$ cat config.mk
export PLATFORM = sky130hd
export DESIGN_NAME = stk_reset_unit
export DESIGN_NICKNAME = d
export VERILOG_FILES = /design/src/rtl/stk_pkg.sv /design/src/rtl/stk_rst_sync.sv /design/src/rtl/stk_vector_seq.sv /design/src/rtl/stk_pointer.sv /design/src/rtl/stk_reset_unit.sv
export SDC_FILE = /design/constraint.sdc
export NUM_CORES = 1
export LEC_CHECK = 0
export ABC_AREA = 1
export BUFFER_PORTS_ARGS = -buffer_cell sky130_fd_sc_hd__buf_4
export CAP_MARGIN = 30
export CORE_ASPECT_RATIO = 0.9
export CORE_UTILIZATION = 45
export DETAILED_ROUTE_END_ITERATION = 12
export PLACE_DENSITY = 0.72
export SLEW_MARGIN = 20
export SYNTH_ARGS = -nofsm -noshare
export SYNTH_HDL_FRONTEND = slang
export SYNTH_SLANG_ARGS = --single-unit
$ cat constraint.sdc
create_clock -name clk -period 6.3 [get_ports clk]
set_input_delay 0.315 -clock clk [delete_from_list [all_inputs] [get_ports clk]]
set_output_delay 0.315 -clock clk [all_outputs]
set_load 0.05 [all_outputs]
$ cat src/rtl/stk_pkg.sv
package stk_pkg;

  typedef enum logic [1:0] {
    SEQ_IDLE = 2'd0,
    SEQ_LO   = 2'd1,
    SEQ_HI   = 2'd2,
    SEQ_RUN  = 2'd3
  } seq_state_t;

  typedef enum logic [1:0] {
    OP_NONE = 2'd0,
    OP_PUSH = 2'd1,
    OP_PULL = 2'd2
  } stk_op_t;

endpackage

$ cat src/rtl/stk_rst_sync.sv
module stk_rst_sync #(
  parameter int STAGES = 2
) (
  input  logic clk,
  input  logic rst_n,
  output logic rst_n_sync
);

  logic [STAGES-1:0] shift_q;
  logic [STAGES-1:0] shift_d;

  always_comb begin
    shift_d = {shift_q[STAGES-2:0], 1'b1};
  end

  always_ff @(posedge clk or negedge rst_n) begin
    if (!rst_n) shift_q <= '0;
    else        shift_q <= shift_d;
  end

  assign rst_n_sync = shift_q[STAGES-1];

endmodule

$ cat src/rtl/stk_vector_seq.sv
module stk_vector_seq
  import stk_pkg::*;
#(
  parameter int              ADDR_W   = 16,
  parameter int              DATA_W   = 8,
  parameter logic [ADDR_W-1:0] VEC_ADDR = 16'hFFFC
) (
  input  logic              clk,
  input  logic              rst_n,
  input  logic [DATA_W-1:0] rd_data,
  output logic              fetch_re,
  output logic [ADDR_W-1:0] fetch_addr,
  output logic [ADDR_W-1:0] pc,
  output logic              seq_done
);

  localparam logic [ADDR_W-1:0] VEC_HI = VEC_ADDR + ADDR_W'(1);

  seq_state_t        state_q, state_d;
  logic [DATA_W-1:0] lo_q;
  logic              lo_en;
  logic [ADDR_W-1:0] pc_q;
  logic              pc_en;

  always_comb begin
    state_d    = state_q;
    fetch_re   = 1'b0;
    fetch_addr = VEC_ADDR;
    lo_en      = 1'b0;
    pc_en      = 1'b0;
    unique case (state_q)
      SEQ_IDLE: state_d = SEQ_LO;
      SEQ_LO: begin
        fetch_re = 1'b1;
        lo_en    = 1'b1;
        state_d  = SEQ_HI;
      end
      SEQ_HI: begin
        fetch_re   = 1'b1;
        fetch_addr = VEC_HI;
        pc_en      = 1'b1;
        state_d    = SEQ_RUN;
      end
      SEQ_RUN: state_d = SEQ_RUN;
    endcase
  end

  always_ff @(posedge clk or negedge rst_n) begin
    if (!rst_n) state_q <= SEQ_IDLE;
    else        state_q <= state_d;
  end

  always_ff @(posedge clk) begin
    if (lo_en) lo_q <= rd_data;
    if (pc_en) pc_q <= ADDR_W'({rd_data, lo_q});
  end

  assign pc       = pc_q;
  assign seq_done = (state_q == SEQ_RUN);

  // the high byte is always fetched right after the low byte
  p_hi_after_lo_r6: assert property (@(posedge clk) disable iff (!rst_n)
    (state_q == SEQ_HI) |-> ($past(state_q) == SEQ_LO));

  // a fetch always begins from the idle state, never mid-way
  p_lo_after_idle_r9: assert property (@(posedge clk) disable iff (!rst_n)
    (state_q == SEQ_LO) |-> ($past(state_q) == SEQ_IDLE));

  // once running, the sequencer stays done until reset
  p_done_sticky_r6: assert property (@(posedge clk) disable iff (!rst_n)
    seq_done |=> seq_done);

  // pc holds once loaded
  p_pc_stable_r6: assert property (@(posedge clk) disable iff (!rst_n)
    (seq_done && $past(seq_done)) |-> $stable(pc));

endmodule

$ cat src/rtl/stk_pointer.sv
module stk_pointer
  import stk_pkg::*;
#(
  parameter int                       ADDR_W     = 16,
  parameter int                       DATA_W     = 8,
  parameter logic [ADDR_W-DATA_W-1:0] STACK_PAGE = 'h01
) (
  input  logic              clk,
  input  logic              rst_n,
  input  logic              en,
  input  logic              push_req,
  input  logic [DATA_W-1:0] push_val,
  input  logic              pull_req,
  input  logic              xfer_req,
  input  logic [DATA_W-1:0] xfer_val,
  input  logic [DATA_W-1:0] rd_data,
  output logic [ADDR_W-1:0] acc_addr,
  output logic              acc_we,
  output logic              acc_re,
  output logic [DATA_W-1:0] acc_wdata,
  output logic [DATA_W-1:0] pull_data,
  output logic              pull_valid,
  output logic              busy
);

  localparam logic [DATA_W-1:0] ONE = DATA_W'(1);

  logic [DATA_W-1:0] sp_q, sp_d;
  logic              sp_en;
  logic              pend_q, pend_d;
  logic [DATA_W-1:0] pend_val_q;
  logic              pend_val_en;
  logic              pv_q, pv_d;
  logic [DATA_W-1:0] pdata_q;
  logic              pdata_en;
  logic [DATA_W-1:0] sp_inc;
  logic [DATA_W-1:0] wr_byte;
  stk_op_t           op;

  assign sp_inc = sp_q + ONE;

  // command arbitration: deferred push, then load, then push, then pull
  always_comb begin
    op          = OP_NONE;
    sp_d        = sp_q;
    sp_en       = 1'b0;
    pend_d      = 1'b0;
    pend_val_en = 1'b0;
    wr_byte     = push_val;
    if (pend_q) begin
      op      = OP_PUSH;
      wr_byte = pend_val_q;
    end else if (en) begin
      if (xfer_req) begin
        sp_d        = xfer_val;
        sp_en       = 1'b1;
        pend_d      = push_req;
        pend_val_en = push_req;
      end else if (push_req) begin
        op = OP_PUSH;
      end else if (pull_req) begin
        op = OP_PULL;
      end
    end
    if (op == OP_PUSH) begin
      sp_d  = sp_q - ONE;
      sp_en = 1'b1;
    end else if (op == OP_PULL) begin
      sp_d  = sp_inc;
      sp_en = 1'b1;
    end
  end

  always_comb begin
    acc_we    = (op == OP_PUSH);
    acc_re    = (op == OP_PULL);
    acc_wdata = wr_byte;
    acc_addr  = (op == OP_PULL) ? {STACK_PAGE, sp_inc} : {STACK_PAGE, sp_q};
    pv_d      = (op == OP_PULL);
    pdata_en  = (op == OP_PULL);
  end

  always_ff @(posedge clk or negedge rst_n) begin
    if (!rst_n) begin
      pend_q <= 1'b0;
      pv_q   <= 1'b0;
    end else begin
      pend_q <= pend_d;
      pv_q   <= pv_d;
    end
  end

  // datapath registers carry no reset: the pointer is undefined after reset
  always_ff @(posedge clk) begin
    if (sp_en)       sp_q       <= sp_d;
    if (pend_val_en) pend_val_q <= push_val;
    if (pdata_en)    pdata_q    <= rd_data;
  end

  assign pull_data  = pdata_q;
  assign pull_valid = pv_q;
  assign busy       = pend_q;

  // every write is followed by a pointer one lower
  p_push_dec_r2: assert property (@(posedge clk) disable iff (!rst_n)
    acc_we |=> (sp_q == DATA_W'($past(sp_q) - ONE)));

  // an accepted load puts xfer_val in the pointer
  p_xfer_load_r5: assert property (@(posedge clk) disable iff (!rst_n)
    (en && xfer_req && !pend_q) |=> (sp_q == $past(xfer_val)));

  // a deferred push writes in the following cycle
  p_defer_write_r10: assert property (@(posedge clk) disable iff (!rst_n)
    (en && xfer_req && push_req && !pend_q) |=> acc_we);

  // the pull strobe only follows a read access
  p_pull_strobe_r4: assert property (@(posedge clk) disable iff (!rst_n)
    pull_valid |-> $past(acc_re));

  // never a read and a write in one cycle
  p_single_access_r11: assert property (@(posedge clk) disable iff (!rst_n)
    $onehot0({acc_we, acc_re}));

endmodule

$ cat src/rtl/stk_reset_unit.sv
module stk_reset_unit
  import stk_pkg::*;
#(
  parameter int                       ADDR_W      = 16,
  parameter int                       DATA_W      = 8,
  parameter int                       SYNC_STAGES = 2,
  parameter logic [ADDR_W-DATA_W-1:0] STACK_PAGE  = 'h01,
  parameter logic [ADDR_W-1:0]        VEC_ADDR    = 16'hFFFC
) (
  input  logic              clk,
  input  logic              rst_n,
  input  logic              push_req,
  input  logic [DATA_W-1:0] push_val,
  input  logic              pull_req,
  input  logic              xfer_req,
  input  logic [DATA_W-1:0] xfer_val,
  input  logic              irq_set,
  input  logic              irq_clr,
  output logic [ADDR_W-1:0] mem_addr,
  output logic              mem_we,
  output logic              mem_re,
  output logic [DATA_W-1:0] mem_wdata,
  input  logic [DATA_W-1:0] mem_rdata,
  output logic [DATA_W-1:0] pull_data,
  output logic              pull_valid,
  output logic [ADDR_W-1:0] pc,
  output logic              irq_mask,
  output logic              ready
);

  logic              rst_int_n;
  logic              fetch_re;
  logic [ADDR_W-1:0] fetch_addr;
  logic              seq_done;
  logic [ADDR_W-1:0] acc_addr;
  logic              acc_we, acc_re;
  logic [DATA_W-1:0] acc_wdata;
  logic              stk_busy;
  logic              mask_q, mask_d, mask_en;

  stk_rst_sync #(.STAGES(SYNC_STAGES)) i_rst_sync (
    .clk        (clk),
    .rst_n      (rst_n),
    .rst_n_sync (rst_int_n)
  );

  stk_vector_seq #(
    .ADDR_W   (ADDR_W),
    .DATA_W   (DATA_W),
    .VEC_ADDR (VEC_ADDR)
  ) i_vector_seq (
    .clk        (clk),
    .rst_n      (rst_int_n),
    .rd_data    (mem_rdata),
    .fetch_re   (fetch_re),
    .fetch_addr (fetch_addr),
    .pc         (pc),
    .seq_done   (seq_done)
  );

  stk_pointer #(
    .ADDR_W     (ADDR_W),
    .DATA_W     (DATA_W),
    .STACK_PAGE (STACK_PAGE)
  ) i_pointer (
    .clk        (clk),
    .rst_n      (rst_int_n),
    .en         (seq_done),
    .push_req   (push_req),
    .push_val   (push_val),
    .pull_req   (pull_req),
    .xfer_req   (xfer_req),
    .xfer_val   (xfer_val),
    .rd_data    (mem_rdata),
    .acc_addr   (acc_addr),
    .acc_we     (acc_we),
    .acc_re     (acc_re),
    .acc_wdata  (acc_wdata),
    .pull_data  (pull_data),
    .pull_valid (pull_valid),
    .busy       (stk_busy)
  );

  // shared memory port: vector fetch owns it until the sequence completes
  always_comb begin
    if (seq_done) begin
      mem_addr = acc_addr;
      mem_we   = acc_we;
      mem_re   = acc_re;
    end else begin
      mem_addr = fetch_addr;
      mem_we   = 1'b0;
      mem_re   = fetch_re;
    end
    mem_wdata = acc_wdata;
  end

  assign ready = seq_done && !stk_busy;

  // interrupt-disable flag; set has priority over clear
  always_comb begin
    mask_en = ready && (irq_set || irq_clr);
    mask_d  = irq_set;
  end

  always_ff @(posedge clk or negedge rst_int_n) begin
    if (!rst_int_n)   mask_q <= 1'b1;
    else if (mask_en) mask_q <= mask_d;
  end

  assign irq_mask = mask_q;

  // stack traffic stays inside the stack page
  p_stack_page_r1: assert property (@(posedge clk) disable iff (!rst_int_n)
    (seq_done && (mem_we || mem_re)) |-> (mem_addr[ADDR_W-1:DATA_W] == STACK_PAGE));

  // no write reaches memory before the vector fetch completes
  p_no_early_write_r8: assert property (@(posedge clk) disable iff (!rst_int_n)
    !seq_done |-> !mem_we);

  // interrupts stay disabled through the boot fetch
  p_mask_boot_r7: assert property (@(posedge clk) disable iff (!rst_int_n)
    !seq_done |-> irq_mask);

  // the flag only moves while the unit is ready
  p_mask_gated_r7: assert property (@(posedge clk) disable iff (!rst_int_n)
    !$past(ready) |-> $stable(irq_mask));

  // ready drops for exactly the deferred-push cycle
  p_ready_gap_r10: assert property (@(posedge clk) disable iff (!rst_int_n)
    (seq_done && !ready) |=> ready);

endmodule

==> flow_summary.ini, run 1 <==
[run_status]
status = finished, final reports clean

[sta]
hold_slack_ns = 0.0826
slew_violations = 0
timing.slew.headroom_pct = 50.1
fin_ws_ns = 2.83
period_needed_ns = 3.47
worst_pin_slew_ns = 0.748
finalSetupViolations = 0
fin_setup_tns_ns = 0
finalCritPeriodShare_pct = 55.0
final_hold_viol_count = 0
fin_skew_ns = 0.00914
fmax_ghz = 0.288
rsz0062_at_grt = false

[global_route]
antenna_found_initial = 0
grt_start_max_net_pins = 25
grt_use_total_pct = 18.5
overflow = 0
grt_pass1_vias = 1679
grt_pass1_wl_um = 8170

[synth]
syn_inst = 236
synth_top_area_share_pct = 56.8
syn_avg_cell_area_um2 = 10.8
netlist_area_um2 = 2540
ys_seq_elements = 55
yosysSeqAreaShare_pct = 63.8
ys_warn_count = 0
synth_cell_type_count = 26
synth.area.top_cells = edfxtp_1, nand2_1, dfrtp_1, ha_1, inv_1
yosysTopAreaCell = edfxtp_1

[clock_network]
cts_sinks = 55
cts_buffers = 5
clk_latency_ns = 0.30
cts-htree-levels = 2
cts_tree = yes
path_clk_slew_ns = 0.09
cts_root_buffer = clkbuf_8
clock_path_buffers = 2

[finish]
syn_to_final_growth_pct = 28.9
final_area_um2 = 3270
fin_cells = 382
nNetsFinal = 353
final_common_cell = buf_4
layout-drive-gt1-share_pct = 31.7
fill_cells = 457
fin_util_pct = 61.2
mostFrequentLayoutCells = buf_4, nand2_1, edfxtp_1
antennaDiodeCount = 0

[power_and_ir_drop]
p_total_mw = 0.840
pwr-share-seq_pct = 51.5
p_comb_share_pct = 21.4
power_switching_share_pct = 29.4
leakagePower_nw = 1.48
clkPwrFrac_pct = 27.1
vdd_drop_max_v = 0.000164
switchingPower_mw = 0.247
p_int_mw = 0.593
pwr_density_cell_nw_per_um2 = 257

[routing]
drt_wl_total_um = 5170
drtIter0Drc = 87
detail_route.wl_per_cell_um = 13.5
drc = 0
vias = 1873
ant_nets = 0
first_pass_iters = 4
via_per_inst = 4.90

[floorplanning]
rows = 25
num_io_pins = 84
die_height_um = 73.2
die_w_um = 81.2
initial_core_util_pct = 47.4
fp.dieArea_um2 = 5940
core_region_area_um2 = 5350

[placement]
place_ws_ns = 2.87
dp_cells = 372
port_buffers = 82
gp_congestion = 0.860
postPlaceCellArea_um2 = 3140
hpwl_um = 3910

[worst_setup_path]
slowest_delay_ns = 0.51
cp.required_ns = 5.98
startpoint_type = flop
r2r-start = i_vector_seq.state_q[1]$_DFF_PN0_
crit_type = reg2out
cpLargestDelayFamily = adder cells
arrival_ns = 3.15
timing.rr.end = i_pointer.sp_q[4]$_DFFE_PP_
critPathBufInv = 5
reg2reg_depth = 11
cp_max_fo = 14
cp_slowest_cell = ha_1
cp-end-kind = primary output
worstPathCellList = ha_1 > inv_2 > nor2_4 > nand4_1 > inv_1 > ha_1 > buf_8 > inv_2 > a21oi_1 > o21ai_0 > o211ai_1 > buf_4
r2r_slack_ns = 3.24

[job]
drv_cap = 0

[min_path]
min_path_type = reg2async
-- final cells by class --
cell class / count / area [µm²] / area share (%)
Clock inverter: 2 / 38.8 / 1.19
Sequential cell: 55 / 1620 / 49.4
Multi-Input combinational cell: 141 / 717 / 21.9
Clock buffer: 6 / 72.6 / 2.22
Timing Repair Buffer: 84 / 641 / 19.6
Tap cell: 67 / 83.8 / 2.56
Inverter: 27 / 101 / 3.10
-- cells by family after synthesis --
family                   count (synthesis)  share of synthesized area [%]
AND/OR/NAND/NOR                        104                           17.6
flip-flops                              55                           63.8
buffers and inverters                   41                           8.14
AO/OA/AOI/OAI                           25                           5.77
adder cells (fa/ha/maj)                  8                           3.94
XOR/XNOR                                 2                          0.690
other                                    1                          0.148
-- power by group through the flow --
stage | clock network, mW | logic, mW | registers [mW]
global placement | 0 | 0.177 | 0.440
detailed placement | 0 | 0.179 | 0.441
finish | 0.228 | 0.180 | 0.433
floorplan | 0 | 0.126 | 0.437
global route | 0.248 | 0.196 | 0.435
CTS | 0.234 | 0.180 | 0.432
-- how the worst max path moves through the flow --
stage / from / endpoint / slack, ns / depth (start not counted)
finish: i_vector_seq.state_q[1]$_DFF_PN0_ / mem_addr[2] / 2.83 / 12
global placement: i_vector_seq.state_q[0]$_DFF_PN0_ / mem_addr[2] / 2.99 / 11
floorplan: i_vector_seq.state_q[0]$_DFF_PN0_ / mem_re / 2.80 / 10
CTS: i_vector_seq.state_q[1]$_DFF_PN0_ / mem_addr[2] / 2.53 / 11
detailed placement: i_vector_seq.state_q[1]$_DFF_PN0_ / mem_addr[2] / 2.87 / 11
global route: i_vector_seq.state_q[0]$_DFF_PN0_ / mem_addr[2] / 2.57 / 12
-- repair_timing --
action | in CTS | in global routing
endpoints found under the hold margin | 2 | 0
setup buffers | 0 | 0
hold buffers | 1 | 0
resized for setup | 0 | 0
-- sequential cells by signal (all words and copies together) (netlist names) --
| name | count |
|---|---|
| i_pointer.busy | 1 |
| i_pointer.pend_val_q | 8 |
| i_pointer.pull_data | 8 |
| i_pointer.pull_valid | 1 |
| i_pointer.sp_q | 8 |
| i_rst_sync.shift_q | 2 |
| i_vector_seq.lo_q | 8 |
| i_vector_seq.pc | 16 |
| i_vector_seq.state_q | 2 |
| irq_mask | 1 |
-- metal layers --
layer	up-vias	GRT usage [%]	share of wire (%)
met4	0	4.17	0.37
met3	2	4.88	7.7
met5	-	0	0
met2	70	29.5	48
li1	938	-	-
met1	863	25.5	44
-- cells in the mapped netlist, drive strengths merged --
cell / number
a21oi: 5
a22o: 1
buf: 14
clkinv: 1
conb: 1
dfrtp: 6
dfstp: 1
edfxtp: 48
ha: 8
inv: 26
nand2: 72
nand3: 14
nand4: 4
nor2: 14
o211ai: 7
o21ai: 12
xnor2: 1
xor2: 1
No activity file was read; power rests on OpenSTA's default activity.
==> run 2, diff against run 1 <==
PLACE_DENSITY = 0.75   (was 0.72)
clock period = 3 ns   (was 6.3 ns; I/O delays follow)
==> run 2 against run 1 <==
Net effect: non-clock buffer count increased by 2; final area shrank 0.15%; clock power increased by 78%; clock skew shrank 0.0024 ns; die area did not move; global-route usage rose by 0.25 points; critical path depth down 3; critical endpoint unchanged; largest power group unchanged.
==> flow_summary.ini, run 2 (synthesis gave the netlist of run 1 again) <==
[finish]
largest_reg_flops = 16
fill_cells = 426
multi_input_area_um2 = 721
seq_area_um2 = 1620
antennaDiodeCount = 0
layout-drive-gt1-share_pct = 33.1
syn_to_final_growth_pct = 28.7
final_common_cell = buf_4
mostFrequentLayoutCells = buf_4, nand2_1, edfxtp_1
nNetsFinal = 355

[clock_network]
cts-htree-levels = 2
cts_buffers = 5
clk_latency_ns = 0.30
clock_path_buffers = 2
path_clk_slew_ns = 0.09
cts_tree = yes
cts_sinks = 55
cts_root_buffer = clkbuf_8

[worst_setup_path]
startpoint_type = flop
r2r_slack_ns = 0.34
crit_type = reg2out
cp.required_ns = 2.85
cp-end-kind = primary output
arrival_ns = 2.55
cp_max_fo = 10

[power_and_ir_drop]
vdd_drop_max_v = 0.000288
pwr_density_cell_nw_per_um2 = 519
leakagePower_nw = 1.48
p_total_mw = 1.69

[global_route]
grt_pass1_wl_um = 8270
overflow = 0
grt_pass1_vias = 1751
grt_use_total_pct = 18.8
antenna_found_initial = 0
grt_start_max_net_pins = 19

[sta]
slew_violations = 0
period_needed_ns = 2.70
fmax_ghz = 0.370
fin_skew_ns = 0.00671
timing.slew.headroom_pct = 56.4
fin_setup_tns_ns = 0
finalSetupViolations = 0
final_hold_viol_count = 0
worst_pin_slew_ns = 0.652
finalCritPeriodShare_pct = 90.1
rsz0062_at_grt = false

[routing]
via_per_inst = 4.91
first_pass_iters = 4
drt_wl_total_um = 5130
detail_route.wl_per_cell_um = 13.4
drtIter0Drc = 150
ant_nets = 0
drc = 0
vias = 1884

[placement]
gp_congestion = 0.888
port_buffers = 82
hpwl_um = 3920

[job]
drv_cap = 0

[floorplanning]
die_height_um = 73.2
core_region_area_um2 = 5350
initial_core_util_pct = 47.4
fp.dieArea_um2 = 5940
die_w_um = 81.2
num_io_pins = 84
rows = 25

[min_path]
min_path_type = in2reg

[run_status]
status = finished, final reports clean
## run 2: changes by cell type in the layout (fill, tap and decap cells not counted), sizes merged
cell | before | now
clkinvlp | 0 | 1
buf | 83 | 85
clkbuf | 6 | 5
clkinv | 1 | 2
bufinv | 1 | 0
## run 2: critical path: stages, from the launching register on
cell	delay, ns
dfrtp_1	0.61
clkinvlp_4	0.30
o21ai_0	0.18
inv_1	0.08
ha_1	0.32
inv_2	0.19
a21oi_1	0.05
o21ai_0	0.14
o211ai_1	0.16
buf_4	0.22
## run 2: metal layers
| metal | global-route usage, % | share of wire (%) |
|---|---|---|
| met1 | 25.4 | 44 |
| met2 | 30.5 | 48 |
| met3 | 4.88 | 8.7 |
| met4 | 4.17 | 0.16 |
| met5 | 0 | 0 |
## run 2: area by class of cell
| type | count | area share [%] |
|---|---|---|
| Clock buffer | 5 | 2.11 |
| Clock inverter | 3 | 0.689 |
| Inverter | 27 | 3.22 |
| Multi-Input combinational cell | 141 | 22.1 |
| Sequential cell | 55 | 49.5 |
| Tap cell | 67 | 2.57 |
| Timing Repair Buffer | 86 | 19.8 |
## run 2: final timing paths
path	from	end	depth (start not counted)
worst max-delay path	i_pointer.busy$_DFF_PN0_	mem_addr[2]	9
worst min-delay path	push_val[3]	i_pointer.pend_val_q[3]$_DFFE_PP_	1
worst max register to register	i_pointer.busy$_DFF_PN0_	i_pointer.sp_q[6]$_DFFE_PP_	7
worst min register to register	i_rst_sync.shift_q[1]$_DFF_PN0_	i_vector_seq.state_q[1]$_DFF_PN0_	0
max in group asynchronous	i_rst_sync.shift_q[1]$_DFF_PN0_	irq_mask$_DFFE_PN1P_	0
min in group asynchronous	i_rst_sync.shift_q[1]$_DFF_PN0_	i_vector_seq.state_q[1]$_DFF_PN0_	0
## run 2: power by group
part           leakage [nW]  switching, mW  internal, mW  total [mW]
clock                0.0485          0.238         0.168       0.405
sequential            0.521         0.0424         0.868       0.911
combinational         0.910          0.252         0.126       0.379
## run 2: through the flow
step | instances | utilization [%] | hold slack [ns] | cell area, µm² | setup slack [ns]
2_1_floorplan | 237 | - | -0.146 | 2540 | 0.0317
3_3_place_gp | 375 | 59.1 | -0.0650 | 3160 | 0.387
3_5_place_dp | 375 | 59.1 | -0.0613 | 3160 | 0.297
4_1_cts | 384 | 61.0 | 0.0214 | 3260 | 0.214
5_1_grt | 384 | 61.1 | 0.00925 | 3270 | 0.0467
6_report | 384 | 61.1 | 0.0339 | 3270 | 0.296
## run 2: timing repair
item | in CTS | in global routing
hold buffers | 1 | 0
gates resized for setup | 0 | 1
endpoints found under the hold margin | 2 | 0
setup buffers | 0 | 0
endpoints found under the setup margin | 0 | 2
